<file path="config.mk">
export PLATFORM = sky130hd
export DESIGN_NAME = pbs_wr_split
export DESIGN_NICKNAME = d
export VERILOG_FILES = /design/src/rtl/pbs_pkg.sv /design/src/rtl/pbs_plan.sv /design/src/rtl/pbs_phase.sv /design/src/rtl/pbs_lane.sv /design/src/rtl/pbs_wr_split.sv
export SDC_FILE = /design/constraint.sdc
export NUM_CORES = 1
export LEC_CHECK = 0
export BUFFER_PORTS_ARGS = -buffer_cell sky130_fd_sc_hd__clkbuf_2
export CAP_MARGIN = 0
export CORE_MARGIN = 2
export CORE_UTILIZATION = 42
export CTS_CLUSTER_SIZE = 28
export DETAILED_ROUTE_END_ITERATION = 16
export PLACE_DENSITY = 0.71
export SLEW_MARGIN = 10
export SYNTH_ARGS = -nofsm -noshare
export SYNTH_HDL_FRONTEND = slang
export SYNTH_SLANG_ARGS = --single-unit
</file>
<file path="constraint.sdc">
create_clock -name clk -period 7 [get_ports clk]
set_clock_uncertainty 0.05 [all_clocks]
set_input_delay 1.4 -clock clk [delete_from_list [all_inputs] [get_ports clk]]
set_output_delay 1.4 -clock clk [all_outputs]
set_load 0.05 [all_outputs]
</file>
<file path="src/rtl/pbs_pkg.sv">
package pbs_pkg;
  typedef enum logic [2:0] {
    PH_IDLE,
    PH_ADDR,
    PH_WAIT,
    PH_DATA,
    PH_RECV
  } phase_e;

  localparam int unsigned WORD_W = 32;
  localparam int unsigned LANE_W = 16;
  localparam int unsigned LEN_W  = 3;
endpackage

</file>
<file path="src/rtl/pbs_plan.sv">
module pbs_plan #(
  parameter int unsigned ADDR_W = 25
) (
  input  logic [ADDR_W-1:0]         addr,
  input  logic [pbs_pkg::LEN_W-1:0] len,
  input  logic                      wide,
  output logic                      err,
  output logic [pbs_pkg::LEN_W-1:0] count,
  output logic [ADDR_W-1:0]         first
);
  logic [3:0] span;
  logic       last_half;

  always_comb begin
    span      = {2'b00, addr[1:0]} + {1'b0, len};
    err       = (len == '0) || (span > 4'd4);
    last_half = (span >= 4'd3);
    if (wide) begin
      count = {2'b00, last_half} - {2'b00, addr[1]} + 3'd1;
      first = {addr[ADDR_W-1:1], 1'b0};
    end else begin
      count = len;
      first = addr;
    end
  end
endmodule

</file>
<file path="src/rtl/pbs_phase.sv">
module pbs_phase
  import pbs_pkg::*;
#(
  parameter int unsigned WAIT_W = 4
) (
  input  logic              clk,
  input  logic              rst,
  input  logic              start,
  input  logic              more,
  input  logic [WAIT_W-1:0] aw,
  input  logic [WAIT_W-1:0] rw,
  output phase_e            ph_nxt,
  output logic              done
);
  phase_e            ph;
  logic [WAIT_W-1:0] cnt, cnt_n;

  always_comb begin
    ph_nxt = ph;
    cnt_n  = cnt;
    done   = 1'b0;
    unique case (ph)
      PH_IDLE: if (start) begin
        ph_nxt = PH_ADDR;
        cnt_n  = WAIT_W'(1);
      end
      PH_ADDR: if (cnt != '0) cnt_n = cnt - WAIT_W'(1);
        else if (aw == '0) begin
          ph_nxt = PH_DATA;
          cnt_n  = WAIT_W'(1);
        end else begin
          ph_nxt = PH_WAIT;
          cnt_n  = aw - WAIT_W'(1);
        end
      PH_WAIT: if (cnt != '0) cnt_n = cnt - WAIT_W'(1);
        else begin
          ph_nxt = PH_DATA;
          cnt_n  = WAIT_W'(1);
        end
      PH_DATA: if (cnt != '0) cnt_n = cnt - WAIT_W'(1);
        else if (rw != '0) begin
          ph_nxt = PH_RECV;
          cnt_n  = rw - WAIT_W'(1);
        end else done = 1'b1;
      PH_RECV: if (cnt != '0) cnt_n = cnt - WAIT_W'(1);
        else done = 1'b1;
      default: ph_nxt = PH_IDLE;
    endcase
    if (done) begin
      ph_nxt = more ? PH_ADDR : PH_IDLE;
      cnt_n  = WAIT_W'(1);
    end
  end

  always_ff @(posedge clk) begin
    if (rst) begin
      ph  <= PH_IDLE;
      cnt <= '0;
    end else begin
      ph  <= ph_nxt;
      cnt <= cnt_n;
    end
  end
endmodule

</file>
<file path="src/rtl/pbs_lane.sv">
module pbs_lane (
  input  logic [1:0]                   off,
  input  logic                         wide,
  input  logic [pbs_pkg::WORD_W-1:0]   word,
  output logic [pbs_pkg::LANE_W-1:0]   lane
);
  always_comb begin
    if (wide) begin
      lane = off[1] ? word[31:16] : word[15:0];
    end else begin
      unique case (off)
        2'd0:    lane = {8'h00, word[7:0]};
        2'd1:    lane = {8'h00, word[15:8]};
        2'd2:    lane = {8'h00, word[23:16]};
        default: lane = {8'h00, word[31:24]};
      endcase
    end
  end
endmodule

</file>
<file path="src/rtl/pbs_wr_split.sv">
module pbs_wr_split
  import pbs_pkg::*;
#(
  parameter int unsigned ADDR_W  = 25,
  parameter int unsigned WIN_BIT = 24,
  parameter int unsigned WAIT_W  = 4
) (
  input  logic                clk,
  input  logic                rst,
  input  logic                req_valid,
  output logic                req_ready,
  input  logic [ADDR_W-1:0]   req_addr,
  input  logic [LEN_W-1:0]    req_len,
  input  logic [WORD_W-1:0]   req_data,
  input  logic [1:0]          cfg_wide,
  input  logic [2*WAIT_W-1:0] cfg_aw,
  input  logic [2*WAIT_W-1:0] cfg_rw,
  input  logic                sts_clr,
  output logic                sts_err,
  output logic [ADDR_W-1:0]   pb_addr,
  output logic [LANE_W-1:0]   pb_dout,
  output logic                pb_dout_en,
  output logic                pb_ce_n,
  output logic                pb_we_n,
  output logic                pb_oe_n
);
  logic              win, win_wide, accept, go, p_err, done, more;
  logic [WAIT_W-1:0] win_aw, win_rw;
  logic [LEN_W-1:0]  p_count;
  logic [ADDR_W-1:0] p_first;
  phase_e            ph_nxt;

  logic [ADDR_W-1:0] cur_q, cur_n;
  logic [LEN_W-1:0]  rem_q, rem_n;
  logic [WORD_W-1:0] dat_q, dat_n;
  logic              wide_q, wide_n;
  logic [WAIT_W-1:0] aw_q, aw_n, rw_q, rw_n;
  logic [LANE_W-1:0] lane_n;

  assign win      = req_addr[WIN_BIT];
  assign win_wide = cfg_wide[win];
  assign win_aw   = win ? cfg_aw[2*WAIT_W-1:WAIT_W] : cfg_aw[WAIT_W-1:0];
  assign win_rw   = win ? cfg_rw[2*WAIT_W-1:WAIT_W] : cfg_rw[WAIT_W-1:0];
  assign accept   = req_valid && req_ready;
  assign go       = accept && !p_err;
  assign more     = (rem_q != '0);

  pbs_plan #(.ADDR_W(ADDR_W)) u_plan (
    .addr (req_addr),
    .len  (req_len),
    .wide (win_wide),
    .err  (p_err),
    .count(p_count),
    .first(p_first)
  );

  pbs_phase #(.WAIT_W(WAIT_W)) u_phase (
    .clk   (clk),
    .rst   (rst),
    .start (go),
    .more  (more),
    .aw    (aw_q),
    .rw    (rw_q),
    .ph_nxt(ph_nxt),
    .done  (done)
  );

  always_comb begin
    cur_n  = cur_q;
    rem_n  = rem_q;
    dat_n  = dat_q;
    wide_n = wide_q;
    aw_n   = aw_q;
    rw_n   = rw_q;
    if (go) begin
      cur_n  = p_first;
      rem_n  = p_count - 3'd1;
      dat_n  = req_data;
      wide_n = win_wide;
      aw_n   = win_aw;
      rw_n   = win_rw;
    end else if (done && more) begin
      cur_n = cur_q + (wide_q ? ADDR_W'(2) : ADDR_W'(1));
      rem_n = rem_q - 3'd1;
    end
  end

  pbs_lane u_lane (
    .off (cur_n[1:0]),
    .wide(wide_n),
    .word(dat_n),
    .lane(lane_n)
  );

  always_ff @(posedge clk) begin
    if (rst) begin
      cur_q      <= '0;
      rem_q      <= '0;
      dat_q      <= '0;
      wide_q     <= 1'b0;
      aw_q       <= '0;
      rw_q       <= '0;
      req_ready  <= 1'b1;
      sts_err    <= 1'b0;
      pb_dout    <= '0;
      pb_dout_en <= 1'b0;
      pb_ce_n    <= 1'b1;
      pb_we_n    <= 1'b1;
      pb_oe_n    <= 1'b1;
    end else begin
      cur_q      <= cur_n;
      rem_q      <= rem_n;
      dat_q      <= dat_n;
      wide_q     <= wide_n;
      aw_q       <= aw_n;
      rw_q       <= rw_n;
      req_ready  <= (ph_nxt == PH_IDLE);
      if (accept && p_err) sts_err <= 1'b1;
      else if (sts_clr)    sts_err <= 1'b0;
      pb_dout    <= lane_n;
      pb_dout_en <= (ph_nxt == PH_WAIT) || (ph_nxt == PH_DATA) || (ph_nxt == PH_RECV);
      pb_ce_n    <= !((ph_nxt == PH_ADDR) || (ph_nxt == PH_WAIT) || (ph_nxt == PH_DATA));
      pb_we_n    <= (ph_nxt != PH_DATA);
      pb_oe_n    <= 1'b1;
    end
  end

  assign pb_addr = cur_q;
endmodule

</file>
==> impl_metrics.toml, run 1 <==
[worst_hold_path]
hold_class = "reg -> reg"

[die]
coreArea_um2 = 11900
rows = 40
die_x_um = 114
start_util_pct = 42.8
die_y_um = 114
io_pins = 129
dieArea_um2 = 13000

[sta]
period_minus_slack_ns = 4.63
hold_violations = 0
finalSetupTns_ns = 0
layout_setup_ws_ns = 2.37
grt_setup_unrepaired = "false"
fmax_ghz = 0.216
slew_violations = 0
relSlewSlack_pct = 44.3
worst_pin_slew_ns = 0.835
hold_slack_ns = 0.402
period_share_pct = 66.2
setup_viol = 0

[finish]
areaGrowthSynthToFinish_pct = 18.7
drive_gt1_share_pct = 27.5
nNetsFinal = 780
seq_area_um2 = 1940
n_antenna_cell = 0
final_core_util_pct = 50.9
multi_input_area_um2 = 2930
stdcell_count = 839
fillerInstances = 1124

[placement]
gp_congestion = 0.850
place_inst = 824
place_ws_ns = 2.01
hpwl_um = 9360
io_buffers = 127

[pwr]
power.density_nw_per_um2 = 315
ir_drop_uv = 210
p_leak_nw = 2.54

[route]
drt.antenna.violating_nets = 0
dr.pass1.iters = 4
drt-met1-wl_um = 5780
routedWlPerCell_um = 15.6
vias = 4602
first_iter_violations = 281
wl_met3_um = 710
vias_per_cell = 5.49
met2_length_um = 6400
route.detailed.drc = 0
routed.top_layer = "met4"
drt-total-wl_um = 13100

[synth]
synth.most_common_cell = "dfxtp_1"
seq_area_frac_synth_pct = 38.1
synth_top_flop_cell = "dfxtp_1"
synth_xor_area_share_pct = 4.98
yosysTopAreaCell = "dfxtp_1"
syn_nets = 673
synth_area_um2 = 5100
synth.area.mux_share_pct = 11.7
ys_types = 68
synth_top_family_by_area = "simple AND/OR/NAND/NOR gates"
yosys_register_bits = 97
synth_edf_count = 0
netlist_instances = 581
netlist_top_cells_area = "dfxtp_1, mux2i_1, a211oi_1"
synthSimpleGateAreaFrac_pct = 19.6
async_reset_ff_share_pct = 0
synth_fa_ha_area_share_pct = 2.75
synth-compound-area-share_pct = 17.9
synth_top_cell_area_share_pct = 38.1
yosysWarnings = 0
synth_area_per_cell_um2 = 8.78
synth_common_cells = "dfxtp_1, nand2_1, nor2_1, a211oi_1, a21oi_1"

[setup_path]
reg2reg_slack_ns = 3.60
max_stage_delay_ns = 0.59
crit_chain = "clkbuf_2, fa_1, or2_2, a221oi_1, nor2b_4, buf_4, a21boi_2, mux2_2, o22ai_1"
cp_max_fo = 61
endpoint_kind = "flip-flop"
critPathArrivalTime_ns = 4.86
cp_slowest_cell = "buf_4"
crit_type = "in -> reg"
crit_required_ns = 7.22
start_kind = "primary input"

[grt]
grt_max_degree = 87
grt_first_pass_wirelength_um = 21200
antenna_found_initial = 0
grt_usage_pct = 20.2
grt_pass1_vias = 4441
grt-ovfl-total = 0

[clock_network]
cts_buffers = 9
h-tree-depth = 3
cts_sinks = 97
hold_buffers = 0
clock_latency_ns = 0.35
root_buffer = "clkbuf_16"
cts_setup_buffers = 0
cts_tree = "done"
ctsLongestPathBuffers = 2
ctsResizeCount = 0
clkTransAtPathRegs_ns = 0.07

[outcome]
outcome = "completed"

[flow_run]
maxCapViolations = 0
-- registers in the layout, indices dropped and copies added (netlist names) --
register     count
dat_q           32
pb_ce_n          1
u_phase.ph       3
pb_dout         16
pb_addr         25
sts_err          1
rw_q             4
wide_q           1
rem_q            3
u_phase.cnt      4
aw_q             4
pb_dout_en       1
pb_we_n          1
req_ready        1
-- metal layers --
metal	up-vias	global-route usage (%)
li1	2286	-
met1	2166	25.4
met2	137	34.4
met3	13	4.87
met4	0	6.26
met5	-	0
-- path summary, 6_finish.rpt --
check,start,to,cells past startpoint
worst min register to register,dat_q[15],dat_q[15],2
worst min-delay path,dat_q[15],dat_q[15],2
worst max register to register,u_phase.cnt[0],pb_dout[6],9
worst max-delay path,req_addr[1],pb_dout[3],9
-- through the flow --
step                      total power [mW]  instance area, um^2
after floorplan                       1.24                 5100
after global placement                1.39                 5760
after detailed placement              1.40                 5760
after CTS                             1.92                 6060
after global routing                  2.01                 6060
final                                 1.91                 6060
-- cell usage in the layout, fill, tap and decap left out, types with 11 or more instances in the layout --
cell      Yosys  final
a211oi_1     35     35
a21oi_1      34     34
clkbuf_2      0    127
dfxtp_1      97     97
inv_1        11     11
mux2_2       17     17
mux2i_1      30     30
nand2_1      70     70
nor2_1       68     68
nor3_1       11     11
o21ai_0      20     20
o22ai_1      19     19
xor2_1       20     20
-- worst max-delay path: cells and delay by family --
kind | cells | cell delay, ns
AND/OR/NAND/NOR | 2 | 0.68
AO/OA/AOI/OAI | 3 | 0.94
buffers and inverters | 2 | 0.98
multiplexers | 1 | 0.32
adder cells (fa/ha/maj) | 1 | 0.49
-- power breakdown --
part | total, mW | switching, mW | internal, mW
Clock | 0.512 | 0.223 | 0.289
Combinational | 0.684 | 0.446 | 0.238
Sequential | 0.712 | 0.0780 | 0.634
-- cell families (layout without fill, tap and decap cells) --
logic type,Yosys count,count (layout)
multiplexers,52,52
buffers and inverters,45,156
AO/OA/AOI/OAI,140,140
AND/OR/NAND/NOR,207,207
adder cells (fa/ha/maj),10,10
flip-flops,97,97
XOR/XNOR,29,29
other,1,1
-- layout make-up --
cell class	count	area share [%]
Clock buffer	10	3.94
Clock inverter	5	1.05
Inverter	11	0.682
Multi-Input combinational cell	439	48.4
Sequential cell	97	32.1
Tap cell	147	3.04
Timing Repair Buffer	130	10.9
(Power assumes the default switching activity.)
==> run 2: changes to the inputs <==
Clock period 7 ns to 4.8 ns, I/O delays scaled along.
==> impl_metrics.toml, run 2 (synthesis gave the netlist of run 1 again) <==
[sta]
period_share_pct = 80.8
period_minus_slack_ns = 3.88
worst_pin_slew_ns = 0.592
fmax_ghz = 0.258
relSlewSlack_pct = 59.4
finalSetupTns_ns = 0
grt_setup_unrepaired = "false"
hold_violations = 0
slew_violations = 0
setup_viol = 0

[clock_network]
cts_setup_buffers = 0
hold_buffers = 0
ctsLongestPathBuffers = 2
h-tree-depth = 3
cts_sinks = 97
clkTransAtPathRegs_ns = 0.07
cts_tree = "done"
clock_latency_ns = 0.35
root_buffer = "clkbuf_16"
cts_buffers = 9
ctsResizeCount = 0

[die]
io_pins = 129
die_y_um = 114
start_util_pct = 42.8
rows = 40
dieArea_um2 = 13000
coreArea_um2 = 11900
die_x_um = 114

[worst_hold_path]
hold_class = "reg -> reg"

[finish]
n_antenna_cell = 0
areaGrowthSynthToFinish_pct = 19.4
final_cell_mix = "clkbuf_2, dfxtp_1, nand2_1"
fillerInstances = 1139
multi_input_area_um2 = 2930
layout_commonest_cell = "clkbuf_2"
seq_area_um2 = 1940
drive_gt1_share_pct = 28.0
largest-register = "dat_q"
final_core_util_pct = 51.2
largest_reg_flops = 32
nNetsFinal = 784

[flow_run]
maxCapViolations = 0

[grt]
grt_usage_pct = 20.7
grt_max_degree = 87
grt-ovfl-total = 0
grt_first_pass_wirelength_um = 21600
antenna_found_initial = 0
grt_pass1_vias = 4581

[setup_path]
crit_required_ns = 5.02
start_kind = "primary input"
crit_type = "in -> reg"
critPathArrivalTime_ns = 4.10
endpoint_kind = "flip-flop"
cp_max_fo = 38

[pwr]
p_leak_nw = 2.55
power.density_nw_per_um2 = 454
ir_drop_uv = 235

[route]
drt.antenna.violating_nets = 0
routedWlPerCell_um = 15.6
route.detailed.drc = 0
vias_per_cell = 5.55
first_iter_violations = 253
dr.pass1.iters = 5
vias = 4682
drt-total-wl_um = 13200

[placement]
gp_congestion = 0.918
io_buffers = 127
hpwl_um = 9680

[outcome]
outcome = "completed"
[run 2: changes by cell type in the layout (fill, tap and decap cells not counted), sizes merged]
cell | before | now
clkinvlp | 0 | 3
inv | 13 | 11
buf | 3 | 7
clkinv | 2 | 3
clkbuf | 137 | 136
[run 2: metal layers]
layer  GRT usage (%)  part of all wire (%)  vias up
met1            25.9                    43     2202
met4            7.89                   2.8        0
li1                -                     -     2296
met2            35.5                    49      158
met3            3.86                   5.1       26
met5               0                     0        -
[run 2: worst paths after layout]
check | start | endpoint | slack [ns] | cells past startpoint
worst min register to register | dat_q[5] | dat_q[5] | 0.40 | 2
worst min-delay path | dat_q[5] | dat_q[5] | 0.40 | 2
worst max register to register | u_phase.cnt[0] | pb_dout[2] | 1.79 | 9
worst max-delay path | req_addr[1] | pb_dout[3] | 0.92 | 9
[run 2: area by class of cell]
| type | instances | share of cell area (%) |
|---|---|---|
| multi-input cells | 439 | 48.1 |
| flip-flops and latches | 97 | 31.9 |
| repair buffers | 134 | 11.5 |
| clock buffers | 9 | 3.70 |
| well taps | 147 | 3.02 |
| clock inverters | 7 | 1.17 |
| inverters | 11 | 0.677 |
[run 2: per-stage QoR]
step	hold WS [ns]	power [mW]	cells	setup slack [ns]	cell area, um^2
6_report	0.405	2.77	844	0.924	6090
5_1_grt	0.426	2.92	844	0.662	6090
4_1_cts	0.408	2.78	844	0.912	6090
3_5_place_dp	0.399	2.05	828	0.526	5800
3_3_place_gp	0.389	2.03	828	0.689	5800
2_1_floorplan	0.382	1.81	581	1.02	5100
[run 2: report_power, final]
part / total (mW) / internal [mW] / switching, mW
clock network: 0.720 / 0.403 / 0.317
registers: 1.04 / 0.924 / 0.118
logic: 1.00 / 0.357 / 0.647
[run 2: critical path: stages]
cell,delay [ns]
clkbuf_2,0.40
fa_1,0.50
or2_2,0.31
a221oi_1,0.57
nor2b_4,0.33
buf_4,0.38
a21boi_2,0.19
mux2_2,0.31
o22ai_1,0.14
==> run 3: changes to the inputs <==
Clock period 4.8 ns to 3.9 ns, I/O delays scaled along.
==> impl_metrics.toml, run 3 (synthesis gave the netlist of run 1 again) <==
[placement]
gp_congestion = 0.854
hpwl_um = 9700
place_inst = 833
io_buffers = 127

[finish]
final_core_util_pct = 51.8
largest_reg_flops = 32
n_antenna_cell = 0
nNetsFinal = 789
layout_commonest_cell = "clkbuf_2"
drive_gt1_share_pct = 28.2
final_cell_mix = "clkbuf_2, dfxtp_1, nand2_1"
largest-register = "dat_q"
areaGrowthSynthToFinish_pct = 21.0
stdcell_count = 849

[die]
start_util_pct = 42.8
die_x_um = 114
rows = 40
coreArea_um2 = 11900
dieArea_um2 = 13000
io_pins = 129
die_y_um = 114

[grt]
grt_first_pass_wirelength_um = 21900
grt_usage_pct = 21.0
grt_pass1_vias = 4614
grt-ovfl-total = 0
antenna_found_initial = 0
grt_max_degree = 66

[clock_network]
hold_buffers = 0
ctsResizeCount = 0
cts_setup_buffers = 0
clkTransAtPathRegs_ns = 0.06
root_buffer = "clkbuf_16"
clock_latency_ns = 0.35
ctsLongestPathBuffers = 2
h-tree-depth = 3
cts_tree = "done"
cts_sinks = 97
cts_buffers = 9

[route]
vias_per_cell = 5.48
drt-total-wl_um = 13300
vias = 4654
route.detailed.drc = 0
first_iter_violations = 235
drt.antenna.violating_nets = 0
routedWlPerCell_um = 15.7
dr.pass1.iters = 6

[setup_path]
start_kind = "primary input"
worstReg2RegStart = "u_phase.ph[2]"
max_stage_delay_ns = 0.46
r2r_cells = 6
crit_required_ns = 4.12
crit_chain = "clkbuf_2, ha_1, fa_1, or2_2, a221oi_1, buf_4, nor2b_4, buf_12, nand3_1, o31a_1, or2_2, o22ai_1"
endpoint_kind = "flip-flop"
cp_slowest_cell = "fa_1"
cp_max_fo = 39
critPathArrivalTime_ns = 3.57
reg2reg_slack_ns = 0.95
cpMostUsedCell = "or2_2"
crit_type = "in -> reg"
reg2reg_to = "pb_addr[23]"

[sta]
setup_viol = 0
slew_violations = 0
grt_setup_unrepaired = "false"
hold_violations = 0
period_minus_slack_ns = 3.35
hold_slack_ns = 0.404
relSlewSlack_pct = 29.9
finalSetupTns_ns = 0
period_share_pct = 85.9
worst_pin_slew_ns = 1.05
fmax_ghz = 0.299

[pwr]
p_leak_nw = 2.60
power.density_nw_per_um2 = 578
ir_drop_uv = 218

[outcome]
outcome = "completed"

[worst_hold_path]
hold_class = "reg -> reg"
min_from = "dat_q[8]"
holdPathStages = 2
whs_endpoint = "dat_q[8]"

[flow_run]
maxCapViolations = 0
[run 3: metal layers]
layer  vias to the layer above  routed length (um)  track usage (%)
met5                         -                   0                0
met4                         0                 384             9.67
met3                        27                 722             3.23
met2                       129                6360             37.0
met1                      2183                5840             25.3
li1                       2315                   -                -
[run 3: power by group]
group / internal [mW] / switching, mW / leakage, nW
clock network: 0.628 / 0.386 / 0.164
logic: 0.466 / 0.806 / 1.64
registers: 1.14 / 0.143 / 0.793
[run 3: per-stage QoR]
stage | setup slack (ns) | instance area [um^2] | power [mW]
after floorplan | 0.296 | 5100 | 2.23
after global placement | 0.265 | 5840 | 2.54
after detailed placement | 0.195 | 5840 | 2.57
after CTS | 0.557 | 6170 | 3.59
after global routing | 0.403 | 6170 | 3.76
final | 0.550 | 6170 | 3.57
[run 3: area by class of cell]
class	instances	area, um^2
multi-input cells	439	2930
fillers	1144	5740
clock inverters	5	104
inverters	11	41.3
flip-flops and latches	97	1940
clock buffers	11	233
well taps	147	184
repair buffers	139	738
[run 3: how the worst max path moves through the flow]
stage	start	endpoint	depth (start not counted)
3_5_place_dp	req_addr[0]	pb_dout[6]	11
3_3_place_gp	req_addr[0]	pb_dout[0]	12
4_1_cts	req_addr[0]	pb_dout[2]	12
5_1_grt	req_addr[0]	pb_dout[6]	11
6_report	req_addr[0]	pb_dout[2]	12
2_1_floorplan	req_addr[0]	rem_q[2]	13
[run 3: critical path, delay by kind of cell]
kind / cells / cell delay (ns)
adder cells (fa/ha/maj): 2 / 0.69
buffers and inverters: 3 / 0.53
AND/OR/NAND/NOR: 4 / 0.96
AO/OA/AOI/OAI: 3 / 0.62
